## config.mk

```make
export PLATFORM = sky130hd
export DESIGN_NAME = timer_host_decoder
export DESIGN_NICKNAME = d
export VERILOG_FILES = /design/src/rtl/timer_dec_pkg.sv /design/src/rtl/timer_cmd_decode.sv /design/src/rtl/timer_chan_port.sv /design/src/rtl/timer_read_mux.sv /design/src/rtl/timer_host_decoder.sv
export SDC_FILE = /design/constraint.sdc
export NUM_CORES = 1
export LEC_CHECK = 0
export BUFFER_PORTS_ARGS = -buffer_cell sky130_fd_sc_hd__buf_4
export CAP_MARGIN = 25
export CORE_MARGIN = 5
export CORE_UTILIZATION = 50
export CTS_BUF_LIST = sky130_fd_sc_hd__clkbuf_8
export DETAILED_ROUTE_END_ITERATION = 8
export HOLD_SLACK_MARGIN = 0.02
export PLACE_DENSITY_LB_ADDON = 0.12
export SYNTH_ARGS = -nofsm -noshare
export SYNTH_HDL_FRONTEND = slang
export SYNTH_HIERARCHICAL = 1
export SYNTH_SLANG_ARGS = --single-unit
export TNS_END_PERCENT = 100
```

## constraint.sdc

```tcl
create_clock -name clk -period 5 [get_ports clk]
set_clock_uncertainty 0.05 [all_clocks]
set_input_delay 0.5 -clock clk [delete_from_list [all_inputs] [get_ports clk]]
set_output_delay 0.5 -clock clk [all_outputs]
set_load 0.01 [all_outputs]
```

## src/rtl/timer_dec_pkg.sv

```systemverilog
package timer_dec_pkg;
  localparam int BYTE_W = 8;
  localparam int WORD_W = 2 * BYTE_W;
  localparam int MODE_W = 3;

  typedef enum logic [1:0] {
    ACC_LATCH = 2'b00,
    ACC_LO    = 2'b01,
    ACC_HI    = 2'b10,
    ACC_WORD  = 2'b11
  } acc_t;

  typedef struct packed {
    logic              latch;
    logic              setacc;
    logic              glatch;
    logic              slatch;
    logic [1:0]        grp;
    acc_t              acc;
    logic [MODE_W-1:0] mode;
  } cmd_t;

  // status byte: 0 0 | access | mode | 0
  function automatic logic [BYTE_W-1:0] status_byte(acc_t a, logic [MODE_W-1:0] m);
    return {2'b00, a, m, 1'b0};
  endfunction

  function automatic logic pick_high(acc_t a, logic tog);
    return (a == ACC_HI) || ((a == ACC_WORD) && tog);
  endfunction

  function automatic logic last_byte(acc_t a, logic tog);
    return (a != ACC_WORD) || tog;
  endfunction

  function automatic logic [BYTE_W-1:0] byte_of(logic [WORD_W-1:0] w, logic hi);
    return hi ? w[WORD_W-1:BYTE_W] : w[BYTE_W-1:0];
  endfunction

  function automatic logic [WORD_W-1:0] single_load(acc_t a, logic [BYTE_W-1:0] b);
    return (a == ACC_HI) ? {b, {BYTE_W{1'b0}}} : {{BYTE_W{1'b0}}, b};
  endfunction
endpackage

```

## src/rtl/timer_cmd_decode.sv

```systemverilog
module timer_cmd_decode
  import timer_dec_pkg::*;
#(
  parameter int NUM_CH = 3
) (
  input  logic       valid_i,
  input  logic [6:0] cmd_byte_i,
  output cmd_t       cmd_o
);
  logic [1:0]        grp;
  logic [1:0]        op;
  logic [MODE_W-1:0] mode;
  logic              chan_grp;
  logic              special_grp;

  assign grp         = cmd_byte_i[6:5];
  assign op          = cmd_byte_i[4:3];
  assign mode        = cmd_byte_i[2:0];
  assign special_grp = (grp == 2'b11);
  assign chan_grp    = !special_grp && (int'(grp) < NUM_CH);

  always_comb begin
    cmd_o        = '0;
    cmd_o.grp    = grp;
    cmd_o.acc    = acc_t'(op);
    cmd_o.mode   = mode;
    if (valid_i) begin
      if (chan_grp) begin
        cmd_o.latch  = (op == 2'b00);
        cmd_o.setacc = (op != 2'b00);
      end else if (special_grp) begin
        cmd_o.glatch = (op == 2'b01);
        cmd_o.slatch = (op == 2'b10);
      end
    end
  end
endmodule

```

## src/rtl/timer_chan_port.sv

```systemverilog
module timer_chan_port
  import timer_dec_pkg::*;
(
  input  logic                clk,
  input  logic                rst_n,
  input  logic                wr_i,
  input  logic                rd_i,
  input  logic [BYTE_W-1:0]   wdata_i,
  input  logic                latch_i,
  input  logic                setacc_i,
  input  logic                slatch_i,
  input  acc_t                acc_i,
  input  logic [MODE_W-1:0]   mode_i,
  input  logic [WORD_W-1:0]   count_i,
  output logic [BYTE_W-1:0]   rd_byte_o,
  output logic                load_o,
  output logic [WORD_W-1:0]   load_val_o,
  output logic [MODE_W-1:0]   mode_o,
  output logic                cfg_o
);
  acc_t              acc_q;
  logic [MODE_W-1:0] mode_q;
  logic              rtog_q, wtog_q;
  logic              lat_pend_q, st_pend_q;
  logic [WORD_W-1:0] lat_val_q;
  logic [BYTE_W-1:0] st_val_q;
  logic [BYTE_W-1:0] wlo_q;

  // named internal events
  logic rd_status, rd_count, rd_hi_sel, rd_last;
  logic latch_take, status_take, word_first, word_done, single_wr;

  assign rd_status   = rd_i && st_pend_q;
  assign rd_count    = rd_i && !st_pend_q;
  assign rd_hi_sel   = pick_high(acc_q, rtog_q);
  assign rd_last     = last_byte(acc_q, rtog_q);
  assign latch_take  = latch_i && !lat_pend_q;
  assign status_take = slatch_i && !st_pend_q;
  assign single_wr   = wr_i && (acc_q != ACC_WORD);
  assign word_first  = wr_i && (acc_q == ACC_WORD) && !wtog_q;
  assign word_done   = wr_i && (acc_q == ACC_WORD) && wtog_q;

  always_comb begin
    if (st_pend_q) rd_byte_o = st_val_q;
    else           rd_byte_o = byte_of(lat_pend_q ? lat_val_q : count_i, rd_hi_sel);
  end

  always_ff @(posedge clk) begin
    if (!rst_n) begin
      acc_q      <= ACC_WORD;
      mode_q     <= '0;
      rtog_q     <= 1'b0;
      wtog_q     <= 1'b0;
      lat_pend_q <= 1'b0;
      st_pend_q  <= 1'b0;
      lat_val_q  <= '0;
      st_val_q   <= '0;
      wlo_q      <= '0;
      load_o     <= 1'b0;
      load_val_o <= '0;
      cfg_o      <= 1'b0;
    end else begin
      load_o <= 1'b0;
      cfg_o  <= 1'b0;
      // data-port read side effects
      if (rd_status) st_pend_q <= 1'b0;
      if (rd_count) begin
        if (acc_q == ACC_WORD) rtog_q <= !rtog_q;
        if (lat_pend_q && rd_last) lat_pend_q <= 1'b0;
      end
      // data-port writes
      if (single_wr) begin
        load_o     <= 1'b1;
        load_val_o <= single_load(acc_q, wdata_i);
      end
      if (word_first) begin
        wlo_q  <= wdata_i;
        wtog_q <= 1'b1;
      end
      if (word_done) begin
        load_o     <= 1'b1;
        load_val_o <= {wdata_i, wlo_q};
        wtog_q     <= 1'b0;
      end
      // command effects
      if (latch_take) begin
        lat_pend_q <= 1'b1;
        lat_val_q  <= count_i;
      end
      if (status_take) begin
        st_pend_q <= 1'b1;
        st_val_q  <= status_byte(acc_q, mode_q);
      end
      if (setacc_i) begin
        acc_q  <= acc_i;
        mode_q <= mode_i;
        rtog_q <= 1'b0;
        wtog_q <= 1'b0;
        cfg_o  <= 1'b1;
      end
    end
  end

  assign mode_o = mode_q;

  AST_LATCH_HOLD: assert property (@(posedge clk) disable iff (!rst_n)
    (lat_pend_q && !rd_count) |=> (lat_pend_q && $stable(lat_val_q)));

  AST_LATCH_SNAP: assert property (@(posedge clk) disable iff (!rst_n)
    $rose(lat_pend_q) |-> (lat_val_q == $past(count_i)));

  AST_STATUS_FIRST: assert property (@(posedge clk) disable iff (!rst_n)
    (rd_status && !latch_i && !setacc_i) |=> (!st_pend_q && $stable(lat_pend_q) && $stable(rtog_q)));

  AST_TOG_CLEAR: assert property (@(posedge clk) disable iff (!rst_n)
    setacc_i |=> (!rtog_q && !wtog_q && cfg_o));

  AST_LOAD_CAUSE: assert property (@(posedge clk) disable iff (!rst_n)
    load_o |-> $past(wr_i));

  AST_ACC_LEGAL: assert property (@(posedge clk) disable iff (!rst_n)
    acc_q != ACC_LATCH);
endmodule

```

## src/rtl/timer_read_mux.sv

```systemverilog
module timer_read_mux
  import timer_dec_pkg::*;
#(
  parameter int NUM_CH = 3
) (
  input  logic [1:0]               addr_i,
  input  logic [NUM_CH*BYTE_W-1:0] bytes_i,
  output logic [BYTE_W-1:0]        rdata_o
);
  always_comb begin
    rdata_o = '0;
    for (int i = 0; i < NUM_CH; i++) begin
      if (addr_i == 2'(i)) rdata_o = bytes_i[i*BYTE_W +: BYTE_W];
    end
  end
endmodule

```

## src/rtl/timer_host_decoder.sv

```systemverilog
module timer_host_decoder
  import timer_dec_pkg::*;
#(
  parameter int NUM_CH = 3
) (
  input  logic                     clk,
  input  logic                     rst_n,
  input  logic [1:0]               addr_i,
  input  logic                     wr_en_i,
  input  logic                     rd_en_i,
  input  logic [BYTE_W-1:0]        wdata_i,
  output logic [BYTE_W-1:0]        rdata_o,
  input  logic [NUM_CH*WORD_W-1:0] count_i,
  output logic [NUM_CH-1:0]        load_o,
  output logic [NUM_CH*WORD_W-1:0] load_val_o,
  output logic [NUM_CH*MODE_W-1:0] mode_o,
  output logic [NUM_CH-1:0]        cfg_o
);
  localparam logic [1:0] CMD_PORT = 2'b11;

  cmd_t                     cmd;
  logic                     cmd_wr;
  logic                     cmd_none;
  logic [NUM_CH*BYTE_W-1:0] rd_bytes;

  assign cmd_wr   = wr_en_i && (addr_i == CMD_PORT);
  assign cmd_none = !(cmd.latch || cmd.setacc || cmd.glatch || cmd.slatch);

  timer_cmd_decode #(.NUM_CH(NUM_CH)) u_dec (
    .valid_i    (cmd_wr),
    .cmd_byte_i (wdata_i[7:1]),
    .cmd_o      (cmd)
  );

  for (genvar g = 0; g < NUM_CH; g++) begin : g_ch
    logic is_me;
    assign is_me = (cmd.grp == 2'(g));
    timer_chan_port u_port (
      .clk        (clk),
      .rst_n      (rst_n),
      .wr_i       (wr_en_i && (addr_i == 2'(g))),
      .rd_i       (rd_en_i && (addr_i == 2'(g))),
      .wdata_i    (wdata_i),
      .latch_i    ((cmd.latch && is_me) || cmd.glatch),
      .setacc_i   (cmd.setacc && is_me),
      .slatch_i   (cmd.slatch),
      .acc_i      (cmd.acc),
      .mode_i     (cmd.mode),
      .count_i    (count_i[g*WORD_W +: WORD_W]),
      .rd_byte_o  (rd_bytes[g*BYTE_W +: BYTE_W]),
      .load_o     (load_o[g]),
      .load_val_o (load_val_o[g*WORD_W +: WORD_W]),
      .mode_o     (mode_o[g*MODE_W +: MODE_W]),
      .cfg_o      (cfg_o[g])
    );
  end

  timer_read_mux #(.NUM_CH(NUM_CH)) u_mux (
    .addr_i  (addr_i),
    .bytes_i (rd_bytes),
    .rdata_o (rdata_o)
  );

  AST_CMD_EXCLUSIVE: assert property (@(posedge clk) disable iff (!rst_n)
    $onehot0({cmd.latch, cmd.setacc, cmd.glatch, cmd.slatch}));

  AST_LOAD_SINGLE: assert property (@(posedge clk) disable iff (!rst_n)
    $onehot0(load_o));

  AST_IGNORED_CMD: assert property (@(posedge clk) disable iff (!rst_n)
    (cmd_wr && cmd_none) |=> ($stable(mode_o) && (cfg_o == '0)));

  AST_CMDPORT_READ: assert property (@(posedge clk) disable iff (!rst_n)
    (addr_i == CMD_PORT) |-> (rdata_o == '0));
endmodule

```

## Word-level counts from Yosys, hierarchy flattened

Cells that the tools add are included.

- Register bits: 168
- Input port bits: 62
- Output and inout port bits: 71
- Word-level logic and storage cells: 198

- Magnitude comparators: 1
- Equality and inequality tests: 17
- Mux-type cells: 49
- Bitwise gates (word level): 1
- Reduce and logical (&&, ||, !) cells: 94

Operator list:

| cell | count |
|---|---|
| 2-to-1 mux 16 bit | 12 |
| 2-to-1 mux 8 bit | 9 |
| logical AND 1 bit | 44 |
| nonzero test 2 bit | 13 |
| 2-to-1 mux 1 bit | 24 |
| equality test 2 bit (second input constant) | 11 |
| zero test 1 bit | 13 |
| AND reduction 2 bit | 6 |
| logical OR 1 bit | 9 |
| OR reduction 3 bit | 3 |
| equality test 2 x 1 -> 1 bit (second input constant) | 3 |
| zero test 2 bit | 3 |
| 2-to-1 mux 2 bit | 3 |
| inequality test 2 bit (second input constant) | 3 |
| OR reduction 2 bit | 3 |
| 2-to-1 mux 4 bit | 1 |
| less-than comparator 2 bit (second input constant) | 1 |
| inverter 1 bit | 1 |

## Logic depth before layout (Yosys ltp)

- Depth after elaboration: 10
- Depth in mapped cells: 10
- Mapped depth without buffers: 8

## Cells and area by module

Netlist, hierarchy kept.

Modules (own cells, without submodules):

| module | times used | cells each | area an instance (µm²) | seq. area each (µm²) |
|---|---|---|---|---|
| timer_chan_port | 3 | 288 | 2551.2 | 1121.1 |
| timer_read_mux | 1 | 20 | 197.7 | 0.0 |
| timer_host_decoder | 1 | 18 | 121.4 | 0.0 |
| timer_cmd_decode | 1 | 14 | 100.1 | 0.0 |

## Worst setup path after synthesis

Ideal clock, no wire load.

- Path kind: input to register
- From: in wr_en_i
- To: reg g_ch[0].u_port.lat_val_q[10]
- Setup time: 76 ps
- Arrival time: 2034 ps
- Required time: 4874 ps
- Setup slack: 2841 ps
- Stages on the path: 10
- Buffers on the path: 2
- Path through: and3_1 -> a21bo_2 -> nor3_2 -> nand2b_4 -> o21bai_1 -> nor2b_1 -> clkbuf_1 -> buf_2 -> nand2_1 -> a21boi_0

RTL lines:

| item | RTL line | text |
|---|---|---|
| start: declaration | timer_host_decoder.sv:9 | `input logic wr_en_i,` |
| end signal: assignment | timer_chan_port.sv:88 | `lat_val_q <= count_i;` |
| end: declaration | timer_chan_port.sv:25 | `logic [WORD_W-1:0] lat_val_q;` |

## Worst setup path in the final report

- From: reg g_ch[0].u_port.acc_q[0]
- To: out rdata_o[1]

- Cells in the longest elaborated chain, start to end: 8
- Elaborated cells on any way between the ends: 9
- Those cells by class: eq/ne (2); mux (5); reduce/logical (2)

RTL lines:

| item | RTL line | text |
|---|---|---|
| start: declaration | timer_chan_port.sv:21 | `acc_t acc_q;` |
| start signal: assignment | timer_chan_port.sv:95 | `acc_q <= acc_i;` |
| equality test 2 bit | timer_dec_pkg.sv:29 | `return (a == ACC_HI) \|\| ((a == ACC_WORD) && tog);` |
| logical AND 1 bit | timer_dec_pkg.sv:29 |  |
| logical OR 1 bit * | timer_dec_pkg.sv:29 |  |
| 2-to-1 mux 8 bit * | timer_dec_pkg.sv:37 | `return hi ? w[WORD_W-1:BYTE_W] : w[BYTE_W-1:0];` |
| 2-to-1 mux 8 bit * | timer_chan_port.sv:44 | `if (st_pend_q) rd_byte_o = st_val_q;` |
| via rd_bytes[1] | timer_host_decoder.sv:24 | `logic [NUM_CH*BYTE_W-1:0] rd_bytes;` |
| 2-to-1 mux 8 bit * (3 in series) | timer_read_mux.sv:13 | `if (addr_i == 2'(i)) rdata_o = bytes_i[i*BYTE_W +: BYTE_W];` |
| end: declaration | timer_host_decoder.sv:12 | `output logic [BYTE_W-1:0] rdata_o,` |

Mark *: on every way through the listed nets, which the timed path passes. The rest lies on a longest branch.

==> run summary <==
ranking of synthesized cells by area: dfxtp_1, nand2_1, mux2i_1, a21boi_0, nor2b_1
Fin Setup TNS: 0 ns
gpl congestion: 0.822
layout cell share with drive strength beyond 1: 0.207
most frequent cell after synthesis: dfxtp_1
total power: 0.00266 W
Req. time, crit path: 4.45 ns
Post-synth EDFFs: 0
Routed Antenna Nets: 0
DRC: 0
worst-case reg-to-reg path depth: 4
largest net degree at the start of global routing: 130
class of the worst hold path: primary input to register
Cell Area, Synth: 8070 µm²
reg-to-reg startpoint: g_ch[1].u_port/acc_q[1]
Endpoint, Worst Hold: g_ch[1].u_port/lat_val_q[6]
Syn Inst Count: 916
Post-synth top cells: dfxtp_1, nand2_1, a21boi_0, nor2b_1, mux2i_1
asr flop ratio synth: 0
crit-path max cell delay: 0.60 ns
final setup fails: 0
Non-Filler Instances: 1228
DIE AREA: 18800 µm²
vias in the first global route: 6307
PD cells: 283 nW/µm²
Worst Path Buf+Inv: 2
Critical Path AT: 2.93 ns
Max Clk Rate: 0.287 GHz
initial antenna violation count: 0
Clk Latency, worst-skew pair: 0.45 ns
TritonCTS clock tree: done
height of the die: 137 µm
hold path cells: 3
Clock Sinks: 168
hold_sp: count_i[22]
Final min period: 3.48 ns
top cell type's share of synthesized area: 0.417
clock root cell: clkbuf_8
static leakage power: 3.69 nW
grt ovf: 0
core area: 15900 µm²
status: complete, no violations
num ports: 133
Worst Tran Pin Value: 1.06 ns
fin crit share: 0.697
critical path capture point type: output port
dpl cells: 1196
first-pass GRT wire length: 32400 µm
TritonCTS Buffers: 17
Final #Nets: 1061
# port buffers: 132
clk buf depth: 2
ANT cells: 0
RSZ-0062 raised after global routing: no
count of yosys warnings during synthesis: 6
CP Launch Type: register
MaxCap Viol Count: 0
reg2reg setup slack: 3.10 ns
Synth cell types: 46
Worst path top cell family by delay: compound AO/OA/AOI/OAI gates
critical path, cell by cell: inv_2 -> o21ai_4 -> mux2_1 -> a221oi_1 -> mux2i_1 -> o2bb2ai_1 -> buf_4
Layout area overhead: 16.5%
syn_nets: 978
Max VDD drop: 0.000186 V
Synth area leader: dfxtp_1
top_reg_cell synth: dfxtp_1
row cnt: 46
Clock transition at path regs: 0.09 ns
Post-CTS Setup Inserts: 0
Initial Util: 0.508
#FFs+latches synth: 168
relative slew slack: 0.293
Die X: 137 µm
first-pass detailed-route iteration total: 4
DRT iter0 DRCs: 468
PostCTS Resize Cnt: 0
CTS Hold Bufs: 0
Via density: 5.36
WL/cell: 16.5 µm
GR Util All Layers: 0.217
Final Max Tran Viols: 0
WL final: 20200 µm
post-layout util: 0.592
synthesized area per cell: 8.81 µm²
CP max FO: 16
Seq/Total Area, Yosys: 0.417
CP max stage cell: dfxtp_1
Vias: 6578
dpl hpwl: 13500 µm
H-tree depth: 4
critical path type: register to output port
WHS: 0.260 ns
Final Hold Vio Count: 0
Reg-to-Reg End: g_ch[1].u_port/load_val_o[3]
[area by class of cell]
type	instances	area (µm²)
Timing Repair Buffer	137	1040
Sequential cell	168	3360
Clock inverter	15	173
Multi-Input combinational cell	652	4240
Tap cell	216	270
Fill cell	1504	6480
Clock buffer	17	234
Inverter	23	86.3
[stage by stage]
stage / instance area (µm²) / setup slack (ns)
2_1_floorplan: 8070 / 2.84
3_3_place_gp: 8970 / 1.97
3_5_place_dp: 9000 / 2.00
4_1_cts: 9410 / 1.47
5_1_grt: 9410 / 1.38
6_report: 9410 / 1.52
[worst reg2reg max path, stage by stage (launching register included)]
cell	delay, ns
dfxtp_1	0.82
nand2_1	0.29
o21a_1	0.35
o21ai_0	0.19
a31oi_1	0.06
[metal layers]
| metal | vias to the layer above | routed length [µm] | GRT usage |
|---|---|---|---|
| li1 | 3331 | - | - |
| met1 | 3095 | 9630 | 0.302 |
| met2 | 142 | 9310 | 0.338 |
| met3 | 10 | 1110 | 0.0559 |
| met4 | 0 | 155 | 0.0565 |
| met5 | - | 0 | 0 |
[state kept, by name, summed over array words and instances, names as in the netlist]
| register | cells |
|---|---|
| g_ch.u_port/lat_val_q | 48 |
| g_ch.u_port/load_val_o | 48 |
| g_ch.u_port/wlo_q | 24 |
| g_ch.u_port/st_val_q | 15 |
| g_ch.u_port/mode_o | 9 |
| g_ch.u_port/acc_q | 6 |
| g_ch.u_port/cfg_o | 3 |
| g_ch.u_port/lat_pend_q | 3 |
| g_ch.u_port/load_o | 3 |
| g_ch.u_port/rtog_q | 3 |
| g_ch.u_port/st_pend_q | 3 |
| g_ch.u_port/wtog_q | 3 |
[power by group]
group / leakage (nW) / switching [W] / internal, W
clock network: 0.209 / 0.000515 / 0.000496
logic: 2.12 / 0.000146 / 0.000130
registers: 1.36 / 0.0000168 / 0.00136
total: 3.69 / 0.000678 / 0.00198
[cells by family (layout without fill, tap and decap cells)]
| group | after synthesis | count (layout) | share of synthesized area |
|---|---|---|---|
| muxes | 71 | 71 | 0.0904 |
| AOI/OAI and AO/OA | 243 | 243 | 0.232 |
| buffers and inverters | 96 | 192 | 0.0577 |
| xor gates and xnor gates | 3 | 3 | 0.00326 |
| and+or+nand+nor | 335 | 335 | 0.200 |
| DFF | 168 | 168 | 0.417 |
[cell usage in the layout (no fill, tap or decap), types with 4 or more instances in the layout]
master / count
inv_1: 17
inv_6: 5
a21boi_1: 9
nor2b_1: 57
mux2i_1: 56
o2bb2ai_1: 8
inv_2: 7
nor3b_1: 7
nand2_1: 167
nand2b_1: 36
a31oi_1: 24
nor2_1: 40
a21boi_0: 63
o21ai_0: 27
o211ai_1: 30
a22oi_1: 24
nand3_1: 4
o211a_1: 6
clkinv_2: 4
and2_1: 9
a211oi_1: 18
clkbuf_8: 17
a221oi_2: 12
buf_4: 135
dfxtp_1: 168
mux2_2: 6
mux2_1: 9
[worst max path at each step]
stage                                       start                           end  slack [ns]  cells past startpoint
after floorplan                           wr_en_i  g_ch[0].u_port/lat_val_q[10]        2.84                     10
after global placement                  addr_i[0]   g_ch[2].u_port/lat_val_q[1]        1.97                      8
after detailed placement  g_ch[0].u_port/acc_q[0]                    rdata_o[1]        2.00                      7
after CTS                 g_ch[0].u_port/acc_q[0]                    rdata_o[1]        1.47                      7
after global routing      g_ch[0].u_port/acc_q[0]                    rdata_o[1]        1.38                      7
final                     g_ch[0].u_port/acc_q[0]                    rdata_o[1]        1.52                      7
Power figures use the tool's default switching activity.
